## src/rtl/sysclk_pkg.sv

```systemverilog
package sysclk_pkg;

   typedef enum logic [1:0] {
      PS_RUN    = 2'd0,
      PS_WAIT   = 2'd1,
      PS_STOP   = 2'd2,
      PS_SETTLE = 2'd3
   } pwr_state_t;

   localparam int unsigned MB_SUB_ON = 0;
   localparam int unsigned MB_MAIN_HALT = 1;
   localparam int unsigned MB_DIV_SLOW = 2;
   localparam int unsigned MB_SRC_SUB = 3;

   localparam logic [3:0] MODE_AT_RESET = 4'b0100;
   localparam logic [3:0] GUARDED_BITS = 4'b1011;

   // Legality of one proposed step on the mode graph.
   function automatic logic step_allowed(input logic [3:0] cur,
                                         input logic [3:0] nxt,
                                         input logic       stab_pending);
      logic [3:0] d;
      int         n;
      d = (cur ^ nxt) & GUARDED_BITS;
      n = int'(d[MB_SUB_ON]) + int'(d[MB_MAIN_HALT]) + int'(d[MB_SRC_SUB]);
      if (n == 0) return 1'b1;
      if (n > 1) return 1'b0;
      if (d[MB_SUB_ON]) return !cur[MB_SRC_SUB];
      if (d[MB_MAIN_HALT]) return cur[MB_SRC_SUB];
      return cur[MB_SUB_ON] && !cur[MB_MAIN_HALT] &&
             (nxt[MB_SRC_SUB] || !stab_pending);
   endfunction

endpackage

```

## src/rtl/sysclk_mode_guard.sv

```systemverilog
module sysclk_mode_guard
   import sysclk_pkg::*;
#(
   parameter int unsigned STAB_TICKS = 8192
) (
   input  logic       clk,
   input  logic       rst_n,
   input  logic       wr_live,
   input  logic [3:0] wr_data,
   input  logic       main_tick_g,
   output logic [3:0] mode_q,
   output logic       wr_accept,
   output logic       illegal_q,
   output logic       stab_busy
);
   localparam int unsigned SW = (STAB_TICKS > 1) ? $clog2(STAB_TICKS) : 1;
   localparam logic [SW-1:0] STAB_LAST = SW'(STAB_TICKS - 1);

   logic          ok;
   logic [SW-1:0] stab_cnt;
   logic          restart_main;

   assign ok = step_allowed(mode_q, wr_data, stab_busy);
   assign wr_accept = wr_live && ok;
   assign restart_main = wr_accept && mode_q[MB_MAIN_HALT] &&
                         !wr_data[MB_MAIN_HALT];

   always_ff @(posedge clk) begin
      if (!rst_n) begin
         mode_q    <= MODE_AT_RESET;
         illegal_q <= 1'b0;
      end else begin
         illegal_q <= wr_live && !ok;
         if (wr_accept) mode_q <= wr_data;
      end
   end

   always_ff @(posedge clk) begin
      if (!rst_n) begin
         stab_busy <= 1'b0;
         stab_cnt  <= '0;
      end else if (restart_main) begin
         stab_busy <= 1'b1;
         stab_cnt  <= '0;
      end else if (mode_q[MB_MAIN_HALT]) begin
         stab_busy <= 1'b0;
      end else if (stab_busy && main_tick_g) begin
         if (stab_cnt == STAB_LAST) stab_busy <= 1'b0;
         else stab_cnt <= stab_cnt + 1'b1;
      end
   end

endmodule

```

## src/rtl/sysclk_tick_divider.sv

```systemverilog
module sysclk_tick_divider #(
   parameter int unsigned DIV_FAST = 2,
   parameter int unsigned DIV_SLOW = 8,
   parameter int unsigned DIV_SUB  = 2
) (
   input  logic clk,
   input  logic rst_n,
   input  logic run,
   input  logic clear,
   input  logic src_tick,
   input  logic src_sub,
   input  logic div_slow,
   output logic sys_tick
);
   localparam int unsigned MAXA = (DIV_FAST > DIV_SLOW) ? DIV_FAST : DIV_SLOW;
   localparam int unsigned MAXD = (MAXA > DIV_SUB) ? MAXA : DIV_SUB;
   localparam int unsigned CW = (MAXD > 1) ? $clog2(MAXD) : 1;

   generate
      if (MAXD == 1) begin : g_bypass
         logic q;
         always_ff @(posedge clk) begin
            if (!rst_n) q <= 1'b0;
            else q <= run && !clear && src_tick;
         end
         assign sys_tick = q;
         logic unused_sel;
         assign unused_sel = src_sub ^ div_slow;
      end else begin : g_count
         localparam logic [CW-1:0] T_FAST = CW'(DIV_FAST - 1);
         localparam logic [CW-1:0] T_SLOW = CW'(DIV_SLOW - 1);
         localparam logic [CW-1:0] T_SUB = CW'(DIV_SUB - 1);
         logic [CW-1:0] cnt;
         logic [CW-1:0] term;
         logic          q;
         assign term = src_sub ? T_SUB : (div_slow ? T_SLOW : T_FAST);
         always_ff @(posedge clk) begin
            if (!rst_n) begin
               cnt <= '0;
               q   <= 1'b0;
            end else begin
               q <= 1'b0;
               if (!run || clear) begin
                  cnt <= '0;
               end else if (src_tick) begin
                  if (cnt >= term) begin
                     cnt <= '0;
                     q   <= 1'b1;
                  end else begin
                     cnt <= cnt + 1'b1;
                  end
               end
            end
         end
         assign sys_tick = q;
      end
   endgenerate

endmodule

```

## src/rtl/sysclk_power_seq.sv

```systemverilog
module sysclk_power_seq
   import sysclk_pkg::*;
#(
   parameter int unsigned DELAY_TICKS = 8192
) (
   input  logic       clk,
   input  logic       rst_n,
   input  logic       stop_req,
   input  logic       wait_req,
   input  logic       wake,
   input  logic       src_tick,
   output pwr_state_t state
);
   localparam int unsigned DW = (DELAY_TICKS > 1) ? $clog2(DELAY_TICKS) : 1;
   localparam logic [DW-1:0] D_LAST = DW'((DELAY_TICKS > 0) ? DELAY_TICKS - 1 : 0);

   pwr_state_t st_q;
   logic       settle_end;
   logic [DW-1:0] dcnt;

   generate
      if (DELAY_TICKS == 0) begin : g_nodelay
         assign settle_end = 1'b1;
         assign dcnt = '0;
         logic unused_tick;
         assign unused_tick = src_tick;
      end else begin : g_delay
         logic [DW-1:0] c;
         always_ff @(posedge clk) begin
            if (!rst_n) c <= '0;
            else if (st_q != PS_SETTLE) c <= '0;
            else if (src_tick) c <= c + 1'b1;
         end
         assign dcnt = c;
         assign settle_end = src_tick && (c == D_LAST);
      end
   endgenerate

   always_ff @(posedge clk) begin
      if (!rst_n) begin
         st_q <= PS_RUN;
      end else begin
         unique case (st_q)
            PS_RUN: begin
               if (stop_req) st_q <= PS_STOP;
               else if (wait_req) st_q <= PS_WAIT;
            end
            PS_WAIT: if (wake) st_q <= PS_RUN;
            PS_STOP: if (wake) st_q <= PS_SETTLE;
            PS_SETTLE: if (settle_end) st_q <= PS_RUN;
            default: st_q <= PS_RUN;
         endcase
      end
   end

   logic unused_cnt;
   assign unused_cnt = ^dcnt;
   assign state = st_q;

endmodule

```

## src/rtl/sysclk_mode_ctrl.sv

```systemverilog
module sysclk_mode_ctrl
   import sysclk_pkg::*;
#(
   parameter int unsigned MAIN_DIV_FAST = 2,
   parameter int unsigned MAIN_DIV_SLOW = 8,
   parameter int unsigned SUB_DIV       = 2,
   parameter int unsigned STOP_DELAY    = 8192,
   parameter int unsigned MAIN_STAB     = 8192
) (
   input  logic       clk,
   input  logic       rst_n,
   input  logic       wr_en,
   input  logic [3:0] wr_data,
   input  logic       main_tick,
   input  logic       sub_tick,
   input  logic       stop_req,
   input  logic       wait_req,
   input  logic       wake,
   output logic [3:0] mode,
   output logic       illegal_write,
   output logic       sys_tick,
   output logic       main_osc_en,
   output logic       sub_osc_en,
   output logic       periph_en
);
   generate
      if (MAIN_DIV_FAST < 1 || MAIN_DIV_SLOW < 1 || SUB_DIV < 1) begin : g_bad_div
         $error("sysclk_mode_ctrl: divide ratios must be at least 1");
      end
      if (MAIN_STAB < 1) begin : g_bad_stab
         $error("sysclk_mode_ctrl: MAIN_STAB must be at least 1");
      end
   endgenerate

   pwr_state_t pstate;
   logic [3:0] mode_q;
   logic       wr_live, wr_accept, stab_busy;
   logic       main_g, sub_g, src_g, running;

   assign running = (pstate == PS_RUN);
   assign wr_live = wr_en && running;

   assign main_osc_en = !mode_q[MB_MAIN_HALT] && (pstate != PS_STOP);
   assign sub_osc_en = mode_q[MB_SUB_ON] && (pstate != PS_STOP);
   assign periph_en = (pstate != PS_STOP);

   assign main_g = main_tick && main_osc_en;
   assign sub_g = sub_tick && sub_osc_en;
   assign src_g = mode_q[MB_SRC_SUB] ? sub_g : main_g;

   sysclk_mode_guard #(.STAB_TICKS(MAIN_STAB)) u_guard (
      .clk        (clk),
      .rst_n      (rst_n),
      .wr_live    (wr_live),
      .wr_data    (wr_data),
      .main_tick_g(main_g),
      .mode_q     (mode_q),
      .wr_accept  (wr_accept),
      .illegal_q  (illegal_write),
      .stab_busy  (stab_busy)
   );

   sysclk_tick_divider #(
      .DIV_FAST(MAIN_DIV_FAST),
      .DIV_SLOW(MAIN_DIV_SLOW),
      .DIV_SUB (SUB_DIV)
   ) u_div (
      .clk     (clk),
      .rst_n   (rst_n),
      .run     (running),
      .clear   (wr_accept),
      .src_tick(src_g),
      .src_sub (mode_q[MB_SRC_SUB]),
      .div_slow(mode_q[MB_DIV_SLOW]),
      .sys_tick(sys_tick)
   );

   sysclk_power_seq #(.DELAY_TICKS(STOP_DELAY)) u_pwr (
      .clk     (clk),
      .rst_n   (rst_n),
      .stop_req(stop_req),
      .wait_req(wait_req),
      .wake    (wake),
      .src_tick(src_g),
      .state   (pstate)
   );

   assign mode = mode_q;

endmodule

```

## config.mk

```make
export PLATFORM = sky130hd
export DESIGN_NAME = sysclk_mode_ctrl
export DESIGN_NICKNAME = d
export VERILOG_FILES = /design/src/rtl/sysclk_pkg.sv /design/src/rtl/sysclk_mode_guard.sv /design/src/rtl/sysclk_tick_divider.sv /design/src/rtl/sysclk_power_seq.sv /design/src/rtl/sysclk_mode_ctrl.sv
export SDC_FILE = /design/constraint.sdc
export NUM_CORES = 1
export LEC_CHECK = 0
export ABC_CLOCK_PERIOD_IN_PS = 3100
export BUFFER_PORTS_ARGS = -buffer_cell sky130_fd_sc_hd__clkbuf_2
export CAP_MARGIN = 30
export CORE_UTILIZATION = 37
export DETAILED_ROUTE_END_ITERATION = 12
export PLACE_DENSITY = 0.51
export SLEW_MARGIN = 0
export SYNTH_ARGS = -nofsm -noshare
export SYNTH_HDL_FRONTEND = slang
export SYNTH_HIERARCHICAL = 1
export SYNTH_SLANG_ARGS = --single-unit
```

## constraint.sdc

```tcl
create_clock -name clk -period 3.1 [get_ports clk]
set_clock_uncertainty 0.2 [all_clocks]
set_input_delay 0.93 -clock clk [delete_from_list [all_inputs] [get_ports clk]]
set_output_delay 0.93 -clock clk [all_outputs]
set_load 0.02 [all_outputs]
```

==> results of run 1 <==
## cells in the final DEF (no fill, tap or decap), types with 5 or more instances in the layout
| cell type | count |
|---|---|
| a21oi_1 | 15 |
| a31oi_1 | 5 |
| buf_4 | 5 |
| clkbuf_2 | 20 |
| clkbuf_8 | 5 |
| dfxtp_1 | 38 |
| ha_1 | 5 |
| inv_1 | 8 |
| mux2i_1 | 10 |
| nand2_1 | 16 |
| nand3_1 | 9 |
| nand4_1 | 7 |
| nor2_1 | 15 |
| nor3_1 | 7 |
| o21ai_0 | 10 |
| o31ai_1 | 7 |
| or3_1 | 6 |
| or4_1 | 7 |
| xor2_1 | 7 |
## logic make-up after synthesis
family | count (synthesis)
buffers and inverters | 14
flip-flops | 38
XOR/XNOR | 10
AO/OA/AOI/OAI | 49
adder cells (fa/ha/maj) | 6
multiplexers | 11
AND/OR/NAND/NOR | 96
## registers in the layout, indices dropped and copies added (netlist names)
register and count:
u_div/g_count.cnt 3, u_div/sys_tick 1, u_guard/illegal_q 1, u_guard/mode_q 4
u_guard/stab_busy 1, u_guard/stab_cnt 13, u_pwr/dcnt 13, u_pwr/state 2
## power by group
part	internal [uW]	switching, uW	leakage (uW)
logic	55.0	77.7	0.000431
registers	497	14.4	0.000307
clock network	155	161	0.0000383
total	707	253	0.000777
## worst register-to-register path: cells and delay by family, from the launching register on
family	cells	cell delay, ns
flip-flops	1	0.55
AO/OA/AOI/OAI	2	0.51
adder cells (fa/ha/maj)	1	0.46
XOR/XNOR	1	0.30
buffers and inverters	1	0.20
multiplexers	1	0.19
## per-stage QoR
stage                     setup slack (ns)  instance area (sq um)
after CTS                            0.452                   2280
after floorplan                      0.196                   2020
after global routing                 0.295                   2280
final                                0.433                   2280
after detailed placement             0.160                   2210
after global placement               0.208                   2200
## routing by layer
layer | up-vias | wire length (um)
li1 | 887 | -
met5 | - | 0
met4 | 0 | 47
met3 | 5 | 176
met2 | 46 | 1730
met1 | 781 | 2160
## layout make-up
class / count / share of cell area (%)
Sequential cell: 38 / 33.3
Tap cell: 70 / 3.84
Timing Repair Buffer: 25 / 6.03
Clock buffer: 7 / 3.34
Multi-Input combinational cell: 172 / 52.1
Inverter: 8 / 1.32
## path summary, 6_finish.rpt
path / start / end / slack [ns] / cells after the start
setup / recovery: wr_data[0] / u_div/g_count.cnt[1] / 0.43 / 8
hold / removal: u_pwr/dcnt[11] / u_pwr/dcnt[11] / 0.27 / 2
setup reg to reg: u_guard/mode_q[1] / u_guard/mode_q[1] / 0.64 / 6
hold reg to reg: u_pwr/dcnt[11] / u_pwr/dcnt[11] / 0.27 / 2
==> results.cfg, run 1 <==
[clocking]
root_buffer = clkbuf_8
cts_buffer_depth = 2
clkSlewWorstSetupHoldPaths_ns = 0.07
cts_tree = done
clkSinkCount = 38
cts_setup_buffers = 0
ctsResizeCount = 0
htreeDepth = 2
ctsHoldBuffers = 0
clk_latency_ns = 0.28
cts_buffers = 5

[global_routing]
grt_max_degree = 14
globalRoute.busiestLayer = met2
overflow = 0
grt_usage_pct = 16.3
met2_usage_pct = 23.4
antenna_found_initial = 0
grt_pass1_wl_um = 7110
use_met3_pct = 4.23
first_global_vias = 1491
grtUsageMet1_pct = 23.2

[sta]
tightest_slew_ns = 0.507
hold_viol_final = 0
relSlewSlack_pct = 65.8
whs_ns = 0.275
timing.final.max_slew_violations = 0
grt_setup_unrepaired = no
setup_viol = 0
finalCriticalPeriod_ns = 2.67
max_freq_mhz = 375
period_share_pct = 86.0
fin_tns_setup_ns = 0

[finish]
area_growth_pct = 13.2
final_net_count = 268
final_core_util_pct = 44.1
drive_gt1_share_pct = 16.4
antenna_cells = 0
multi_input_area_sq_um = 1190
seq_area_sq_um = 761
stdcell_count = 320
fillers = 517

[pwr]
power_density_nw_per_um2 = 421
peakVddDrop_uv = 209
power.total_uw = 960
cellLeakagePower_uw = 0.000777

[synthesis]
synth.distinct_cells = 47
synthTopCellsByCount = 38 x dfxtp_1, 16 x nand2_1, 15 x a21oi_1, 15 x nor2_1
syn_area_per_cell_sq_um = 9.00
synthCells = 224
synth_edf_count = 0
synth-seq-cells = 38
synth_top_area_share_pct = 37.7
yosysMostFrequentCell = dfxtp_1
synth_nets = 242
synth-xor-area-share_pct = 4.35
synthMuxAreaShare_pct = 5.52
syn_area_sq_um = 2020
synth_ff_type = dfxtp_1
synthArstFlopShare_pct = 0
synth_simple_gate_area_share_pct = 28.1
synth_area_leaders = dfxtp_1 38%, mux2i_1 5.0%, a21oi_1 3.7%, ha_1 3.1%, xor2_1 3.0%
synth_compound_area_share_pct = 17.0
synth-adder-area-share_pct = 4.10
synth_seq_area_share_pct = 37.7
yosys_warnings = 6
yosysTopAreaCell = dfxtp_1
synth_top_family_by_area = simple AND/OR/NAND/NOR gates

[worst_setup_path]
critical_path.top_delay_family = adder cells
slowest_delay_ns = 0.53
criticalPathCategory = input pin to flop
worst-path-buf-inv = 2
critical_path_arrival_ns = 2.67
cp-end-kind = flop
cp.required_ns = 3.10
path_max_fanout = 4
slowest_stage = fa_1
path_cells = clkbuf_2 -> xnor2_1 -> inv_1 -> fa_1 -> o21a_1 -> a311oi_4 -> nand3b_1 -> nor3_1
start_kind = input pin

[floorplan]
row_count = 26
die_x_um = 75.8
io_pins = 21
initial_utilization_pct = 39.0
fp.dieH_um = 75.8
fp.coreArea_sq_um = 5170
die-area_sq_um = 5750

[placement]
dp_hpwl_um = 2940
port_buffers = 20
gp_congestion = 0.825
dp.cells = 313

[drt]
num_vias = 1719
drt_iter0_drc = 91
avgViaCountPerCell = 5.37
drcViolationCount = 0
dr.pass1.iters = 4
drt_wl_total_um = 4120
route.antenna.remaining_nets = 0
wl_per_cell_um = 12.9

[job]
cap_viol_max_count = 0

[run_status]
outcome = finished clean

[hold_path]
hold_class = flop to flop
Power figures use the tool's default switching activity.
==> run 2: changes to the inputs <==
BUFFER_PORTS_ARGS = unset   (was -buffer_cell sky130_fd_sc_hd__clkbuf_2)
CELL_PAD_IN_SITES_DETAIL_PLACEMENT = 0   (was unset)
CELL_PAD_IN_SITES_GLOBAL_PLACEMENT = 2   (was unset)
DONT_BUFFER_PORTS = 1   (was unset)
PLACE_DENSITY = 0.72   (was 0.51)
REMOVE_ABC_BUFFERS = 1   (was unset)
==> run 2 against run 1 <==
  * Non-clock buffer count down 18
  * Die area unchanged
  * Count of clock-buffer cells in the layout unchanged
  * Maximum frequency down 1.0%
  * Total power down 1.6%
  * Hold slack better by 0.0022 ns
==> results.cfg, run 2 (synthesis results as in run 1) <==
[finish]
fillers = 526
antenna_cells = 0
drive_gt1_share_pct = 9.91
seq_area_sq_um = 761
final_cell_mix = 38 x dfxtp_1, 16 x nand2_1, 15 x nor2_1, 15 x a21oi_1
final_net_count = 250
area_growth_pct = 8.88
multi_input_area_sq_um = 1190
mostFrequentLayoutCell = dfxtp_1

[clocking]
ctsResizeCount = 0
ctsHoldBuffers = 0
clk_latency_ns = 0.28
clkSinkCount = 38
htreeDepth = 2
clkSlewWorstSetupHoldPaths_ns = 0.07
cts_tree = done
cts_setup_buffers = 0
cts_buffer_depth = 2
root_buffer = clkbuf_8
cts_buffers = 5

[global_routing]
grt_pass1_wl_um = 6560
first_global_vias = 1494
overflow = 0
antenna_found_initial = 0
grt_usage_pct = 15.2
grt_max_degree = 14

[worst_setup_path]
slowest_delay_ns = 0.47
r2r_end = u_guard/mode_q[3]
critical_path_arrival_ns = 2.70
path_cells = xnor2_1 -> inv_1 -> fa_1 -> o21a_1 -> a311oi_4 -> buf_4 -> mux2i_1
start_kind = input pin
ff2ff_setup_slack_ns = 0.58
r2r-start = u_guard/mode_q[0]
path_max_fanout = 4
cp.required_ns = 3.11
rr_worst_depth = 8
criticalPathCategory = input pin to flop
slowest_stage = fa_1
cp-end-kind = flop

[sta]
setup_viol = 0
grt_setup_unrepaired = no
finalCriticalPeriod_ns = 2.69
fin_tns_setup_ns = 0
tightest_slew_ns = 0.680
whs_ns = 0.277
relSlewSlack_pct = 54.2
hold_viol_final = 0
period_share_pct = 86.9
timing.final.max_slew_violations = 0
setup_ws_ns = 0.405
max_freq_mhz = 371

[floorplan]
row_count = 26
die-area_sq_um = 5750
io_pins = 21
fp.coreArea_sq_um = 5170
die_x_um = 75.8
initial_utilization_pct = 39.0
fp.dieH_um = 75.8

[placement]
gp_congestion = 0.739
port_buffers = 0
dp_slack_ns = 0.108
dp_hpwl_um = 3130

[drt]
drt_iter0_drc = 87
dr.pass1.iters = 4
avgViaCountPerCell = 5.51
route.antenna.remaining_nets = 0
num_vias = 1665
wl_per_cell_um = 14.0
drcViolationCount = 0
drt_wl_total_um = 4230

[hold_path]
hold_class = flop to flop
min_to = u_pwr/dcnt[11]
hold_start = u_pwr/dcnt[11]
holdPathStages = 2

[pwr]
power_density_nw_per_um2 = 431
cellLeakagePower_uw = 0.000701
peakVddDrop_uv = 173

[job]
cap_viol_max_count = 0

[run_status]
outcome = finished clean
-- run 2: changes by cell type in the layout (fill, tap and decap cells not counted) --
cell and delta:
clkbuf_2 -20, buf_2 +1, buf_4 +1
-- run 2: worst max path at each step --
stage / end / start / depth (start not counted)
5_1_grt: u_div/g_count.cnt[1] / wr_data[0] / 7
6_report: u_guard/mode_q[3] / wr_data[0] / 7
2_1_floorplan: u_guard/stab_cnt[11] / wr_data[0] / 6
3_3_place_gp: u_guard/mode_q[2] / wr_data[0] / 7
3_5_place_dp: u_div/g_count.cnt[1] / wr_data[0] / 7
4_1_cts: u_div/g_count.cnt[1] / wr_data[0] / 7
-- run 2: where the power goes --
part	switching [uW]	internal, uW
registers	16.4	497
logic	68.7	47.1
clock network	161	155
-- run 2: area by class of cell --
| type | count | share of cell area (%) |
|---|---|---|
| clock buffer | 7 | 3.48 |
| inverter | 8 | 1.37 |
| tap | 70 | 3.99 |
| timing repair buffer | 7 | 2.28 |
| multi-input combinational | 172 | 54.2 |
| sequential | 38 | 34.7 |
-- run 2: metrics by stage --
| step | power [uW] | instances | utilization (%) | area (sq um) |
|---|---|---|---|---|
| after floorplan | 607 | 218 | - | 1980 |
| after global routing | 990 | 302 | 42.4 | 2190 |
| after global placement | 637 | 294 | 40.9 | 2110 |
| after CTS | 958 | 302 | 42.4 | 2190 |
| after detailed placement | 641 | 295 | 41.0 | 2120 |
| final | 945 | 302 | 42.4 | 2190 |
-- run 2: layer usage --
layer	share of wire [%]	GRT usage, %	up-vias
met5	0	0	-
met4	1.3	6.17	0
met3	2.6	3.57	7
met2	48	25.4	15
met1	48	18.7	786
li1	-	-	857
-- run 2: worst max-delay path: cells and delay by family --
kind / cells / cell delay [ns]
AOI/OAI and AO/OA: 2 / 0.52
xor gates and xnor gates: 1 / 0.29
adders and majority gates: 1 / 0.47
buffers and inverters: 2 / 0.31
muxes: 1 / 0.18
==> run 3: changes to the inputs <==
CTS_BUF_LIST = sky130_fd_sc_hd__clkbuf_8 sky130_fd_sc_hd__clkbuf_16   (was unset)
==> run 3 against run 2 <==
  * Global-route usage is the same
  * Critical path depth is the same
  * Via count grew 0.96%
  * Cell area is the same
  * Non-clock buffer count is the same
  * Worst setup slack lost 0.0083 ns
  * Sequential power is essentially flat
  * Combinational power is essentially flat
  * Sequential cell count is the same
  * Core utilization is the same
  * Wire length is essentially flat
  * Critical path type unchanged
  * Critical endpoint is now u_div/g_count.cnt[1]
==> results.cfg, run 3 (synthesis results as in run 1) <==
[placement]
placed_cell_area_sq_um = 2120
dp_hpwl_um = 3130
gp_congestion = 0.739
port_buffers = 0

[floorplan]
fp.coreArea_sq_um = 5170
initial_utilization_pct = 39.0
io_pins = 21
row_count = 26
fp.dieH_um = 75.8
die_x_um = 75.8
die-area_sq_um = 5750

[pwr]
power_switching_uw = 246
seqPwrFrac_pct = 54.7
swShare_pct = 26.2
power_density_nw_per_um2 = 428
power_frac_clock_pct = 33.0
internal-power_uw = 692
comb_power_share_pct = 12.3
cellLeakagePower_uw = 0.000709
peakVddDrop_uv = 173

[drt]
num_vias = 1681
dr.pass1.iters = 4
avgViaCountPerCell = 5.57
wl_per_cell_um = 14.0
drt_iter0_drc = 86
drcViolationCount = 0
route.antenna.remaining_nets = 0
drt_wl_total_um = 4220

[clocking]
root_buffer = clkbuf_8
cts_buffer_depth = 2
ctsHoldBuffers = 0
clkSlewWorstSetupHoldPaths_ns = 0.07
clk_latency_ns = 0.28
cts_setup_buffers = 0
clkSinkCount = 38
htreeDepth = 2
ctsResizeCount = 0
cts_tree = done
cts_buffers = 5

[sta]
finalCriticalPeriod_ns = 2.70
hold_viol_final = 0
grt_setup_unrepaired = no
relSlewSlack_pct = 54.2
setup_viol = 0
period_share_pct = 87.2
tightest_slew_ns = 0.680
max_freq_mhz = 370
timing.final.max_slew_violations = 0
fin_tns_setup_ns = 0

[finish]
area_growth_pct = 8.88
antenna_cells = 0
stdcell_area_sq_um = 2190
final_core_util_pct = 42.4
final_net_count = 250
mostFrequentLayoutCell = dfxtp_1
drive_gt1_share_pct = 9.91
final_cell_mix = 38 x dfxtp_1, 16 x nand2_1, 15 x nor2_1, 15 x a21oi_1

[global_routing]
overflow = 0
grt_max_degree = 14
grt_pass1_wl_um = 6560
grt_usage_pct = 15.2
first_global_vias = 1494
antenna_found_initial = 0

[worst_setup_path]
critical_path_arrival_ns = 2.71
start_kind = input pin
crit_path_start = wr_data[0]
r2r_end = u_div/g_count.cnt[1]
path_max_fanout = 4
cp-end-kind = flop
r2r-start = u_guard/mode_q[0]
ff2ff_setup_slack_ns = 0.57
cp.required_ns = 3.10
criticalPathCategory = input pin to flop
endpoint = u_div/g_count.cnt[1]
rr_worst_depth = 8

[hold_path]
hold_class = flop to flop
holdPathStages = 2

[job]
cap_viol_max_count = 0

[run_status]
outcome = finished clean
[run 3: cell count changes in the layout (fill, tap and decap cells not counted)]
cell      delta
clkbuf_1     -2
inv_1        +2
[run 3: power by group through the flow]
| stage | sequential (uW) | combinational (uW) | clock, uW |
|---|---|---|---|
| after floorplan | 525 | 82.9 | 0 |
| after CTS | 513 | 116 | 322 |
| after global routing | 515 | 127 | 343 |
| final | 513 | 116 | 310 |
| after global placement | 524 | 112 | 0 |
| after detailed placement | 525 | 116 | 0 |
[run 3: final cells by class]
class	count	area [sq um]
flip-flops and latches	38	761
well taps	70	87.6
clock inverters	2	7.51
clock buffers	5	68.8
repair buffers	7	50.0
multi-input cells	172	1190
inverters	8	30.0
fillers	526	2980
[run 3: worst min-delay path by stage]
stage                    from        endpoint  slack [ns]
2_1_floorplan  u_pwr/dcnt[11]  u_pwr/dcnt[11]        0.24
3_3_place_gp   u_pwr/dcnt[11]  u_pwr/dcnt[11]        0.26
3_5_place_dp   u_pwr/dcnt[11]  u_pwr/dcnt[11]        0.27
4_1_cts        u_pwr/dcnt[11]  u_pwr/dcnt[11]        0.28
5_1_grt        u_pwr/dcnt[12]  u_pwr/state[1]        0.31
6_report       u_pwr/dcnt[11]  u_pwr/dcnt[11]        0.28
[run 3: critical path, stage by stage]
cell	delay [ns]
xnor2_1	0.29
inv_1	0.11
fa_1	0.54
o21a_1	0.22
a311oi_4	0.13
nand3b_1	0.27
nor3_1	0.22
[run 3: routing by layer]
metal	routed length, um	vias up	share of wire [%]	track usage (%)
li1	-	858	-	-
met1	2020	798	48	18.7
met2	2040	18	48	25.4
met3	107	7	2.5	3.57
met4	55	0	1.3	6.17
met5	0	-	0	0
[run 3: per-stage QoR]
step	total power (uW)	hold WS, ns	instances	worst slack (ns)
after CTS	952	0.279	302	0.408
final	939	0.277	302	0.397
after floorplan	607	0.242	218	0.0960
after global routing	984	0.310	302	0.291
after global placement	637	0.260	294	0.206
after detailed placement	641	0.267	295	0.108
